### src/rtl/tisrd_pkg.sv
package tisrd_pkg;

  // fixed part of the response header that carries the length field
  localparam int HDR_MIN = 6;

  // status and access register bit positions decoded by the device
  localparam int STS_VALID_BIT  = 7;
  localparam int STS_CMDRDY_BIT = 6;
  localparam int STS_DAVAIL_BIT = 4;
  localparam int ACC_ACTIVE_BIT = 5;

  typedef enum logic [1:0] {
    RES_OK       = 2'd0,
    RES_TIMEOUT  = 2'd1,
    RES_BADLEN   = 2'd2,
    RES_LEFTOVER = 2'd3
  } res_e;

  typedef enum logic [2:0] {
    BUS_STS,
    BUS_BLO,
    BUS_BHI,
    BUS_DATA,
    BUS_WRDY,
    BUS_WREL
  } bus_e;

  // strobes from control to datapath
  typedef struct packed {
    logic init;
    logic pollClr;
    logic pollInc;
    logic triesClr;
    logic triesInc;
    logic burstLoLd;
    logic burstHiLd;
    logic byteLd;
    logic bytePush;
    logic setCode;
    res_e codeVal;
    bus_e busSel;
  } ctrl_t;

  // conditions from datapath to control
  typedef struct packed {
    logic stsReady;
    logic stsValid;
    logic stsDavail;
    logic pollExpired;
    logic burstZero;
    logic triesExpired;
    logic headerEnd;
    logic lenOk;
    logic remNextZero;
    logic burstLast;
    logic codeOk;
  } flag_t;

endpackage

### src/rtl/tisrd_datapath.sv
module tisrd_datapath
  import tisrd_pkg::*;
#(
  parameter int ADDR_W = 8,
  parameter logic [ADDR_W-1:0] STS_ADDR  = 'h18,
  parameter logic [ADDR_W-1:0] ACC_ADDR  = 'h00,
  parameter logic [ADDR_W-1:0] DATA_ADDR = 'h24,
  parameter int CNT_W = 16,
  parameter int POLL_LIMIT = 16,
  parameter int BURST_LIMIT = 8
) (
  input  logic              clk,
  input  logic              rstN,
  input  logic [CNT_W-1:0]  maxLen,
  input  logic [7:0]        regRdata,
  input  ctrl_t             ctl,
  output flag_t             flags,
  output logic [ADDR_W-1:0] regAddr,
  output logic              regWe,
  output logic [7:0]        regWdata,
  output logic [7:0]        outData,
  output logic              outLast,
  output res_e              code,
  output logic [CNT_W-1:0]  count
);

  localparam int POLL_W = $clog2(POLL_LIMIT) + 1;
  localparam int TRY_W  = $clog2(BURST_LIMIT) + 1;
  localparam logic [CNT_W-1:0] HDR_LEN  = CNT_W'(HDR_MIN);
  localparam logic [CNT_W-1:0] LEN_LO   = CNT_W'(2);
  localparam logic [CNT_W-1:0] LEN_HI   = CNT_W'(HDR_MIN - 1);

  logic [CNT_W-1:0]  cnt, remaining, remNext, lenLow;
  logic [15:0]       burstLeft;
  logic [7:0]        burstLo, byteReg;
  logic [31:0]       lenReg;
  logic [POLL_W-1:0] pollCnt;
  logic [TRY_W-1:0]  triesCnt;
  res_e              codeReg;

  assign lenLow  = lenReg[CNT_W-1:0];
  assign remNext = flags.headerEnd ? (lenLow - HDR_LEN) : (remaining - 1'b1);

  always_comb begin
    flags.stsValid     = regRdata[STS_VALID_BIT];
    flags.stsDavail    = regRdata[STS_DAVAIL_BIT];
    flags.stsReady     = regRdata[STS_VALID_BIT] & regRdata[STS_DAVAIL_BIT];
    flags.pollExpired  = (pollCnt == POLL_W'(POLL_LIMIT - 1));
    flags.burstZero    = ({regRdata, burstLo} == 16'd0);
    flags.triesExpired = (triesCnt == TRY_W'(BURST_LIMIT - 1));
    flags.headerEnd    = (cnt == LEN_HI);
    flags.lenOk        = (lenReg[31:CNT_W] == '0) && (lenLow >= HDR_LEN) && (lenLow <= maxLen);
    flags.remNextZero  = (remNext == '0);
    flags.burstLast    = (burstLeft == 16'd1);
    flags.codeOk       = (codeReg == RES_OK);
  end

  // register port address and data selected by the control strobe
  always_comb begin
    regWe    = 1'b0;
    regWdata = 8'h00;
    unique case (ctl.busSel)
      BUS_STS:  regAddr = STS_ADDR;
      BUS_BLO:  regAddr = STS_ADDR + ADDR_W'(1);
      BUS_BHI:  regAddr = STS_ADDR + ADDR_W'(2);
      BUS_DATA: regAddr = DATA_ADDR;
      BUS_WRDY: begin
        regAddr  = STS_ADDR;
        regWe    = 1'b1;
        regWdata = 8'(1 << STS_CMDRDY_BIT);
      end
      BUS_WREL: begin
        regAddr  = ACC_ADDR;
        regWe    = 1'b1;
        regWdata = 8'(1 << ACC_ACTIVE_BIT);
      end
      default:  regAddr = STS_ADDR;
    endcase
  end

  always_ff @(posedge clk or negedge rstN) begin
    if (!rstN) begin
      cnt       <= '0;
      remaining <= '0;
      burstLeft <= '0;
      burstLo   <= '0;
      byteReg   <= '0;
      lenReg    <= '0;
      pollCnt   <= '0;
      triesCnt  <= '0;
      codeReg   <= RES_OK;
    end else begin
      if (ctl.init) begin
        cnt       <= '0;
        remaining <= HDR_LEN;
        lenReg    <= '0;
      end else if (ctl.bytePush) begin
        cnt       <= cnt + 1'b1;
        remaining <= remNext;
      end

      if (ctl.init || ctl.pollClr) pollCnt <= '0;
      else if (ctl.pollInc)        pollCnt <= pollCnt + 1'b1;

      if (ctl.init || ctl.triesClr) triesCnt <= '0;
      else if (ctl.triesInc)        triesCnt <= triesCnt + 1'b1;

      if (ctl.burstLoLd) burstLo <= regRdata;

      if (ctl.burstHiLd)     burstLeft <= {regRdata, burstLo};
      else if (ctl.bytePush) burstLeft <= burstLeft - 1'b1;

      if (ctl.byteLd) begin
        byteReg <= regRdata;
        if (cnt >= LEN_LO && cnt <= LEN_HI) lenReg <= {lenReg[23:0], regRdata};
      end

      if (ctl.init)         codeReg <= RES_OK;
      else if (ctl.setCode) codeReg <= ctl.codeVal;
    end
  end

  // the length is complete once byte 5 is held; last means nothing remains after this byte
  assign outLast = (cnt >= LEN_HI) && flags.lenOk && flags.remNextZero;
  assign outData = byteReg;
  assign code    = codeReg;
  assign count   = cnt;

endmodule

### src/rtl/tisrd_ctrl.sv
module tisrd_ctrl
  import tisrd_pkg::*;
(
  input  logic  clk,
  input  logic  rstN,
  input  logic  start,
  input  logic  regAck,
  input  logic  outReady,
  input  flag_t flags,
  output ctrl_t ctl,
  output logic  regReq,
  output logic  outValid,
  output logic  done
);

  typedef enum logic [3:0] {
    S_IDLE, S_POLL, S_BLO, S_BHI, S_RDATA, S_PUSH, S_FIN, S_WRDY, S_WREL, S_DONE
  } state_e;

  state_e state, stateNext;

  always_ff @(posedge clk or negedge rstN) begin
    if (!rstN) state <= S_IDLE;
    else       state <= stateNext;
  end

  always_comb begin
    ctl         = '0;
    ctl.codeVal = RES_OK;
    ctl.busSel  = BUS_STS;
    stateNext   = state;
    regReq      = 1'b0;
    outValid    = 1'b0;
    done        = 1'b0;

    unique case (state)
      S_IDLE: begin
        if (start) begin
          ctl.init  = 1'b1;
          stateNext = S_POLL;
        end
      end

      S_POLL: begin
        regReq     = 1'b1;
        ctl.busSel = BUS_STS;
        if (regAck) begin
          if (flags.stsReady) begin
            ctl.pollClr  = 1'b1;
            ctl.triesClr = 1'b1;
            stateNext    = S_BLO;
          end else if (flags.pollExpired) begin
            ctl.setCode = 1'b1;
            ctl.codeVal = RES_TIMEOUT;
            stateNext   = S_FIN;
          end else begin
            ctl.pollInc = 1'b1;
          end
        end
      end

      S_BLO: begin
        regReq     = 1'b1;
        ctl.busSel = BUS_BLO;
        if (regAck) begin
          ctl.burstLoLd = 1'b1;
          stateNext     = S_BHI;
        end
      end

      S_BHI: begin
        regReq     = 1'b1;
        ctl.busSel = BUS_BHI;
        if (regAck) begin
          if (!flags.burstZero) begin
            ctl.burstHiLd = 1'b1;
            stateNext     = S_RDATA;
          end else if (flags.triesExpired) begin
            ctl.setCode = 1'b1;
            ctl.codeVal = RES_TIMEOUT;
            stateNext   = S_FIN;
          end else begin
            ctl.triesInc = 1'b1;
            stateNext    = S_BLO;
          end
        end
      end

      S_RDATA: begin
        regReq     = 1'b1;
        ctl.busSel = BUS_DATA;
        if (regAck) begin
          ctl.byteLd = 1'b1;
          stateNext  = S_PUSH;
        end
      end

      S_PUSH: begin
        outValid = 1'b1;
        if (outReady) begin
          ctl.bytePush = 1'b1;
          if (flags.headerEnd && !flags.lenOk) begin
            ctl.setCode = 1'b1;
            ctl.codeVal = RES_BADLEN;
            stateNext   = S_FIN;
          end else if (flags.remNextZero) begin
            stateNext = S_FIN;
          end else if (flags.burstLast) begin
            stateNext = S_POLL;
          end else begin
            stateNext = S_RDATA;
          end
        end
      end

      S_FIN: begin
        regReq     = 1'b1;
        ctl.busSel = BUS_STS;
        if (regAck) begin
          if (flags.stsValid) begin
            if (flags.stsDavail && flags.codeOk) begin
              ctl.setCode = 1'b1;
              ctl.codeVal = RES_LEFTOVER;
            end
            stateNext = S_WRDY;
          end else if (flags.pollExpired) begin
            if (flags.codeOk) begin
              ctl.setCode = 1'b1;
              ctl.codeVal = RES_TIMEOUT;
            end
            stateNext = S_WRDY;
          end else begin
            ctl.pollInc = 1'b1;
          end
        end
      end

      S_WRDY: begin
        regReq     = 1'b1;
        ctl.busSel = BUS_WRDY;
        if (regAck) stateNext = S_WREL;
      end

      S_WREL: begin
        regReq     = 1'b1;
        ctl.busSel = BUS_WREL;
        if (regAck) stateNext = S_DONE;
      end

      S_DONE: begin
        done      = 1'b1;
        stateNext = S_IDLE;
      end

      default: stateNext = S_IDLE;
    endcase

    // the closing status poll starts with a fresh poll budget
    if (stateNext == S_FIN && state != S_FIN) ctl.pollClr = 1'b1;
  end

endmodule

### src/rtl/tis_resp_reader.sv
module tis_resp_reader
  import tisrd_pkg::*;
#(
  parameter int ADDR_W = 8,
  parameter logic [ADDR_W-1:0] STS_ADDR  = 'h18,
  parameter logic [ADDR_W-1:0] ACC_ADDR  = 'h00,
  parameter logic [ADDR_W-1:0] DATA_ADDR = 'h24,
  parameter int CNT_W = 16,
  parameter int POLL_LIMIT = 16,
  parameter int BURST_LIMIT = 8
) (
  input  logic              clk,
  input  logic              rstN,
  input  logic              start,
  input  logic [CNT_W-1:0]  maxLen,
  output logic              regReq,
  output logic              regWe,
  output logic [ADDR_W-1:0] regAddr,
  output logic [7:0]        regWdata,
  input  logic              regAck,
  input  logic [7:0]        regRdata,
  output logic              outValid,
  input  logic              outReady,
  output logic [7:0]        outData,
  output logic              outLast,
  output logic              done,
  output logic [1:0]        doneCode,
  output logic [CNT_W-1:0]  doneCount
);

  ctrl_t ctl;
  flag_t flags;
  res_e  code;

  tisrd_ctrl uCtrl (
    .clk      (clk),
    .rstN     (rstN),
    .start    (start),
    .regAck   (regAck),
    .outReady (outReady),
    .flags    (flags),
    .ctl      (ctl),
    .regReq   (regReq),
    .outValid (outValid),
    .done     (done)
  );

  tisrd_datapath #(
    .ADDR_W      (ADDR_W),
    .STS_ADDR    (STS_ADDR),
    .ACC_ADDR    (ACC_ADDR),
    .DATA_ADDR   (DATA_ADDR),
    .CNT_W       (CNT_W),
    .POLL_LIMIT  (POLL_LIMIT),
    .BURST_LIMIT (BURST_LIMIT)
  ) uDp (
    .clk      (clk),
    .rstN     (rstN),
    .maxLen   (maxLen),
    .regRdata (regRdata),
    .ctl      (ctl),
    .flags    (flags),
    .regAddr  (regAddr),
    .regWe    (regWe),
    .regWdata (regWdata),
    .outData  (outData),
    .outLast  (outLast),
    .code     (code),
    .count    (doneCount)
  );

  assign doneCode = code;

endmodule

### config.mk
export PLATFORM = sky130hd
export DESIGN_NAME = tis_resp_reader
export DESIGN_NICKNAME = d
export VERILOG_FILES = /design/src/rtl/tisrd_pkg.sv /design/src/rtl/tisrd_datapath.sv /design/src/rtl/tisrd_ctrl.sv /design/src/rtl/tis_resp_reader.sv
export SDC_FILE = /design/constraint.sdc
export NUM_CORES = 1
export LEC_CHECK = 0
export CAP_MARGIN = 20
export CORE_ASPECT_RATIO = 1.25
export CORE_MARGIN = 5
export CORE_UTILIZATION = 45
export DETAILED_ROUTE_END_ITERATION = 10
export DONT_BUFFER_PORTS = 1
export PLACE_DENSITY = 0.7
export SLEW_MARGIN = 20
export SYNTH_ARGS = -nofsm -noshare
export SYNTH_HDL_FRONTEND = slang
export SYNTH_SLANG_ARGS = --single-unit
### constraint.sdc
create_clock -name clk -period 3.2 [get_ports clk]
set_clock_uncertainty 0.1 [all_clocks]
set_input_delay 0.48 -clock clk [delete_from_list [all_inputs] [get_ports clk]]
set_output_delay 0.48 -clock clk [all_outputs]
set_load 0.01 [all_outputs]
==> results.py, run 1 <==
metrics = {
    "placed_design": {
        "hpwl_um": 13200,
        "place_area_um2": 7350,
        "routabilityCongestion": 0.910,
        "io_buffers": 0,
    },
    "cells_and_area": {
        "ff_latch_area_um2": 2780,
        "area_growth_pct": 13.9,
        "multiInputGateArea_um2": 3730,
        "final_cell_area_um2": 7700,
        "layout_commonest_cell": "nand2_1",
        "layout_common_cells": "nand2_1 (133), dfrtp_1 (111), o21ai_0 (74)",
        "nFillCells": 1382,
        "nets": 879,
        "num_antenna_cells": 0,
        "layout-drive-gt1-share": 0.158,
    },
    "logic_synthesis": {
        "synth_enable_flop_cells": 0,
        "yosysWarnings": 0,
        "synth_area_um2": 6760,
        "synthCells": 779,
        "ys_top_cells_by_area": "dfrtp_1 (41%), nand2_1 (7.4%), o21ai_0 (5.5%), ha_1 (5.0%), xor2_1 (3.0%)",
        "synth.top_cell.area_share": 0.411,
        "synthFlopType": "dfrtp_1",
        "avgSynthCellArea_um2": 8.68,
        "ys_types": 64,
        "async_reset_ff_frac": 1.00,
        "yosysTopAreaCell": "dfrtp_1",
        "synth_seq_cells": 111,
        "seq_area_frac_synth": 0.411,
    },
    "grt": {
        "grt_max_degree": 112,
        "grt_usage": 0.209,
        "first_global_vias": 5743,
        "antenna_found_initial": 0,
        "overflow": 0,
        "grt_pass1_wl_um": 29800,
    },
    "detailed_routing": {
        "drc_errors": 0,
        "viasPerCell": 5.81,
        "drt_iter0_drc": 584,
        "vias": 5864,
        "firstDrtPassIters": 7,
        "wl_per_cell_um": 17.6,
        "antenna_left": 0,
        "postRouteWirelength_um": 17800,
    },
    "hold_path": {
        "hp-class": "in2async",
    },
    "power_and_ir_drop": {
        "leakagePower_nw": 3.51,
        "ir_worst_vdd_mv": 0.407,
        "power_mw": 5.55,
        "power_density_nw_per_um2": 722,
    },
    "cts": {
        "cts_tree": "done",
        "cts_inserted_buffers": 9,
        "cts_max_path_buffers": 2,
        "htree_levels": 3,
        "cts.reportedPaths.clkPinSlew_ns": 0.08,
        "cts_sinks": 111,
        "insertion_delay_ns": 0.36,
        "cts_root_buf": "clkbuf_16",
    },
    "floorplan": {
        "start_util": 0.454,
        "ios": 76,
        "die_area_um2": 17600,
        "die_h_um": 147,
        "coreArea_um2": 14900,
        "std_cell_rows": 50,
        "die_w_um": 120,
    },
    "worst_setup_path": {
        "cp_max_fo": 4,
        "cp-end-kind": "output port",
        "cp.arrival_ns": 3.05,
        "cp-start-kind": "register",
        "crit_type": "reg2out",
        "worstPathRequired_ns": 2.62,
    },
    "timing": {
        "fin_ws_ns": -0.434,
        "finalCritPeriodShare": 1.14,
        "hold_viol_final": 111,
        "hold_ws_ns": -0.284,
        "slew_headroom": 0.597,
        "drv_slew": 0,
        "fmax_mhz": 275,
        "tns_ns": -0.434,
        "rsz0062_at_grt": "true",
        "fin_crit_ns": 3.63,
        "setup_viol": 1,
        "tightest_slew_ns": 0.600,
    },
    "run_status": {
        "status": "finished with violations",
        "violations": "negative hold slack, negative setup slack",
    },
    "run": {
        "cap_violations": 0,
    },
}
[timing repair]
action | in CTS | in global routing
resized for setup | 6 | 4
endpoints found under the setup margin | 1 | 3
endpoints found under the hold margin | 111 | 111
pin swaps | 1 | 3
buffers inserted | 0 | 1
[worst max-delay path, cell delays in order (launching register included)]
cell and delay (ns):
dfrtp_1 0.38, or4_4 0.55, or4_4 0.53, nor2_1 0.10
buf_4 0.16, mux2i_4 0.25, o21ai_2 0.11, nor4b_4 0.32
o2111a_2 0.31
[cell usage after synthesis, types with 2 or more instances]
master	n
nand4_1	19
xnor2_1	17
nor4b_2	2
and2_1	3
inv_1	33
nand2b_1	9
buf_2	2
dfrtp_1	111
or2_2	3
o21ai_1	4
nor2b_1	4
a221o_1	2
o21bai_1	2
a31oi_1	3
a21boi_0	2
o311ai_0	6
and3_1	6
buf_4	11
a22o_1	4
nor2_1	50
clkbuf_1	31
o31ai_1	6
nand3_1	19
nor3_1	25
o211ai_1	12
or4_1	8
nor4_1	22
o21ai_0	74
mux2i_1	6
nand2_1	133
o22ai_1	3
nand4b_1	4
xor2_1	23
a32o_1	2
or4_4	2
nand3b_1	7
ha_1	27
or3b_2	2
or3_1	12
mux2_2	17
a21oi_1	28
[state kept, by name, indices dropped and copies added (netlist names)]
name,cells
uCtrl.state,4
uDp.burstLeft,16
uDp.burstLo,8
uDp.code,2
uDp.count,16
uDp.lenReg,32
uDp.outData,8
uDp.pollCnt,5
uDp.remaining,16
uDp.triesCnt,4
[metal layers]
layer	global-route usage	wire length [um]	up-vias
met5	0	0	-
met1	0.274	7650	2823
met4	0.0756	430	0
met2	0.351	8800	163
li1	-	-	2845
met3	0.0335	889	33
[worst paths after layout]
path,cells past startpoint,start,endpoint,slack (ns)
min reg2reg,2,uDp.burstLo[6]$_DFFE_PN0P_,uDp.burstLeft[6]$_DFFE_PN0P_,0.42
max,8,uDp.count[14]$_DFFE_PN0P_,outLast,-0.43
max in group asynchronous,0,rstN,uDp.count[1]$_DFFE_PN0P_,3.03
min,0,rstN,uDp.lenReg[17]$_DFF_PN0_,-0.28
max reg2reg,10,uDp.count[14]$_DFFE_PN0P_,uCtrl.state[1]$_DFF_PN0_,0.06
min in group clk,2,regRdata[3],uDp.lenReg[3]$_DFF_PN0_,0.14
[through the flow]
stage / hold slack (ns) / utilization / worst slack, ns / cells
after floorplan: 0.0844 / - / -0.0605 / 786
after global placement: 0.0923 / 0.494 / -0.0624 / 993
after detailed placement: 0.0923 / 0.494 / -0.103 / 993
after CTS: -0.300 / 0.515 / -0.408 / 1009
after global routing: -0.300 / 0.517 / -0.522 / 1010
final: -0.284 / 0.517 / -0.434 / 1010
[cell families after synthesis]
logic type,count (synthesis),synth area share
other,1,0.000555
muxes,23,0.0372
buffers and inverters,78,0.0498
adders and majority gates,27,0.0500
DFF,111,0.411
AOI/OAI and AO/OA,161,0.147
xor gates and xnor gates,40,0.0518
and+or+nand+nor,338,0.252
[power by group]
part,switching (mW),internal [mW]
sequential,0.369,1.72
clock,0.529,0.577
combinational,1.32,1.04
[layout make-up]
| class | count | area share |
|---|---|---|
| multi-input combinational | 597 | 0.485 |
| sequential | 111 | 0.361 |
| inverter | 33 | 0.0161 |
| timing repair buffer | 71 | 0.0709 |
| tap | 182 | 0.0296 |
| clock inverter | 5 | 0.00488 |
| clock buffer | 11 | 0.0328 |
(Power assumes the default switching activity.)
==> inputs of run 2 (changes only) <==
==> constraint.sdc (replaced) <==
create_clock -name clk -period 3.2 [get_ports clk]
set_clock_uncertainty 0.1 [all_clocks]
set_input_delay 0.16 -clock clk [delete_from_list [all_inputs] [get_ports clk]]
set_output_delay 0.16 -clock clk [all_outputs]
set_load 0.01 [all_outputs]
==> run 2 against run 1 <==
The run ends with negative setup slack left. Hold slack improved by 0.31 ns. Flip-flop and latch count is the same. Largest cell class unchanged. Critical path depth unchanged. Non-clock buffer count down 3. Combinational power is essentially flat. Power is 0.82% higher.
==> results.py, run 2 (synthesis results as in run 1) <==
metrics = {
    "grt": {
        "grt_pass1_wl_um": 29600,
        "grtUsageMet1": 0.258,
        "grt_usage": 0.208,
        "antenna_found_initial": 0,
        "first_global_vias": 5801,
        "overflow": 0,
        "grt_max_degree": 112,
        "grt_util_met2": 0.352,
        "met3_usage": 0.0408,
        "busiest_layer": "met2",
    },
    "cells_and_area": {
        "fin_util": 0.521,
        "largest_reg_flops": 32,
        "layout-drive-gt1-share": 0.145,
        "finalNonFillerCells": 1007,
        "area_growth_pct": 14.9,
        "layout_commonest_cell": "nand2_1",
        "layout_common_cells": "nand2_1 (133), dfrtp_1 (111), o21ai_0 (74)",
        "num_antenna_cells": 0,
        "largest-register": "uDp.lenReg",
        "nets": 876,
    },
    "cts": {
        "cts.reportedPaths.clkPinSlew_ns": 0.07,
        "insertion_delay_ns": 0.36,
        "cts_root_buf": "clkbuf_16",
        "cts_sinks": 111,
        "cts_tree": "done",
        "cts_max_path_buffers": 2,
        "cts_inserted_buffers": 9,
        "htree_levels": 3,
    },
    "timing": {
        "fmax_mhz": 307,
        "tightest_slew_ns": 0.640,
        "fin_crit_ns": 3.25,
        "rsz0062_at_grt": "true",
        "setup_viol": 1,
        "hold_viol_final": 0,
        "finalCritPeriodShare": 1.02,
        "slew_headroom": 0.569,
        "drv_slew": 0,
        "fin_ws_ns": -0.0525,
    },
    "power_and_ir_drop": {
        "ir_worst_vdd_mv": 0.468,
        "leakagePower_nw": 3.49,
        "power_density_nw_per_um2": 721,
        "power_mw": 5.60,
    },
    "worst_setup_path": {
        "crit_type": "reg2out",
        "cp.arrival_ns": 2.99,
        "cp-start-kind": "register",
        "cp-end-kind": "output port",
        "cp_max_fo": 5,
        "worstPathRequired_ns": 2.94,
    },
    "detailed_routing": {
        "postRouteWirelength_um": 18200,
        "drc_errors": 0,
        "antenna_left": 0,
        "vias": 5936,
        "viasPerCell": 5.89,
        "drt_iter0_drc": 504,
        "firstDrtPassIters": 5,
        "wl_per_cell_um": 18.1,
    },
    "placed_design": {
        "io_buffers": 0,
        "hpwl_um": 12800,
        "dpl.cell_count": 969,
        "routabilityCongestion": 0.897,
    },
    "floorplan": {
        "ios": 76,
        "std_cell_rows": 50,
        "die_w_um": 120,
        "coreArea_um2": 14900,
        "die_h_um": 147,
        "start_util": 0.454,
        "die_area_um2": 17600,
    },
    "run_status": {
        "violations": "negative setup slack",
        "status": "finished with violations",
    },
    "run": {
        "cap_violations": 0,
    },
    "hold_path": {
        "hp-class": "in2reg",
    },
}
-- run 2: cell count changes in the layout (fill, tap and decap cells not counted), moves of 2 or more --
cell	previous run	this run
nor4_2	1	4
dlygate4sd3_1	0	10
nor4_1	22	19
buf_6	0	2
buf_4	70	54
-- run 2: metrics by stage --
| step | setup TNS (ns) | setup WS [ns] | hold slack [ns] | instance area (um2) |
|---|---|---|---|---|
| 2_1_floorplan | 0 | 0.186 | -0.236 | 6790 |
| 3_3_place_gp | 0 | 0.117 | -0.232 | 7160 |
| 3_5_place_dp | 0 | 0.0654 | -0.231 | 7160 |
| 4_1_cts | -0.0485 | -0.0485 | 0.0222 | 7690 |
| 5_1_grt | -0.411 | -0.170 | 0.0385 | 7760 |
| 6_report | -0.0525 | -0.0525 | 0.0306 | 7760 |
-- run 2: what timing repair did --
action	CTS	global route
hold buffers	11	0
resized for setup	14	9
setup buffers	8	5
gates cloned	0	0
hold endpoints to repair	148	0
pin swaps	5	10
setup endpoints to repair	1	3
-- run 2: cell type report --
| class | count | area, um2 |
|---|---|---|
| clock buffers | 12 | 256 |
| clock inverters | 4 | 27.5 |
| fillers | 1391 | 7130 |
| inverters | 33 | 124 |
| multi-input cells | 597 | 3770 |
| flip-flops and latches | 111 | 2780 |
| well taps | 182 | 228 |
| repair buffers | 68 | 576 |
-- run 2: layer usage --
layer,share of wire,wire length (um)
met1,0.41,7490
met2,0.49,8980
met3,0.059,1080
met4,0.035,640
met5,0,0
-- run 2: worst max-delay path: stages (launching register included) --
cell and delay, ns:
dfrtp_1 0.38, or4_4 0.55, or4_4 0.55, nor2_4 0.10
buf_6 0.14, mux2i_4 0.25, o21ai_2 0.10, nor4b_4 0.29
o2111a_2 0.29
-- run 2: worst paths after layout --
| kind | from | endpoint | slack [ns] | depth (start not counted) |
|---|---|---|---|---|
| setup reg to reg | uDp.count[5]$_DFFE_PN0P_ | uDp.pollCnt[2]$_DFFE_PN0P_ | 0.06 | 10 |
| hold reg to reg | uDp.triesCnt[0]$_DFFE_PN0P_ | uDp.triesCnt[0]$_DFFE_PN0P_ | 0.41 | 1 |
| max in group asynchronous | rstN | uDp.remaining[8]$_DFFE_PN0P_ | 2.26 | 2 |
| hold / removal | regAck | uDp.triesCnt[2]$_DFFE_PN0P_ | 0.03 | 3 |
| setup / recovery | uDp.count[5]$_DFFE_PN0P_ | outLast | -0.05 | 8 |
| min in group asynchronous | rstN | uDp.outData[4]$_DFFE_PN0P_ | 0.26 | 2 |
-- run 2: power by group --
part | switching [mW] | internal, mW
combinational | 1.36 | 1.03
sequential | 0.392 | 1.72
clock | 0.519 | 0.575
total | 2.27 | 3.33
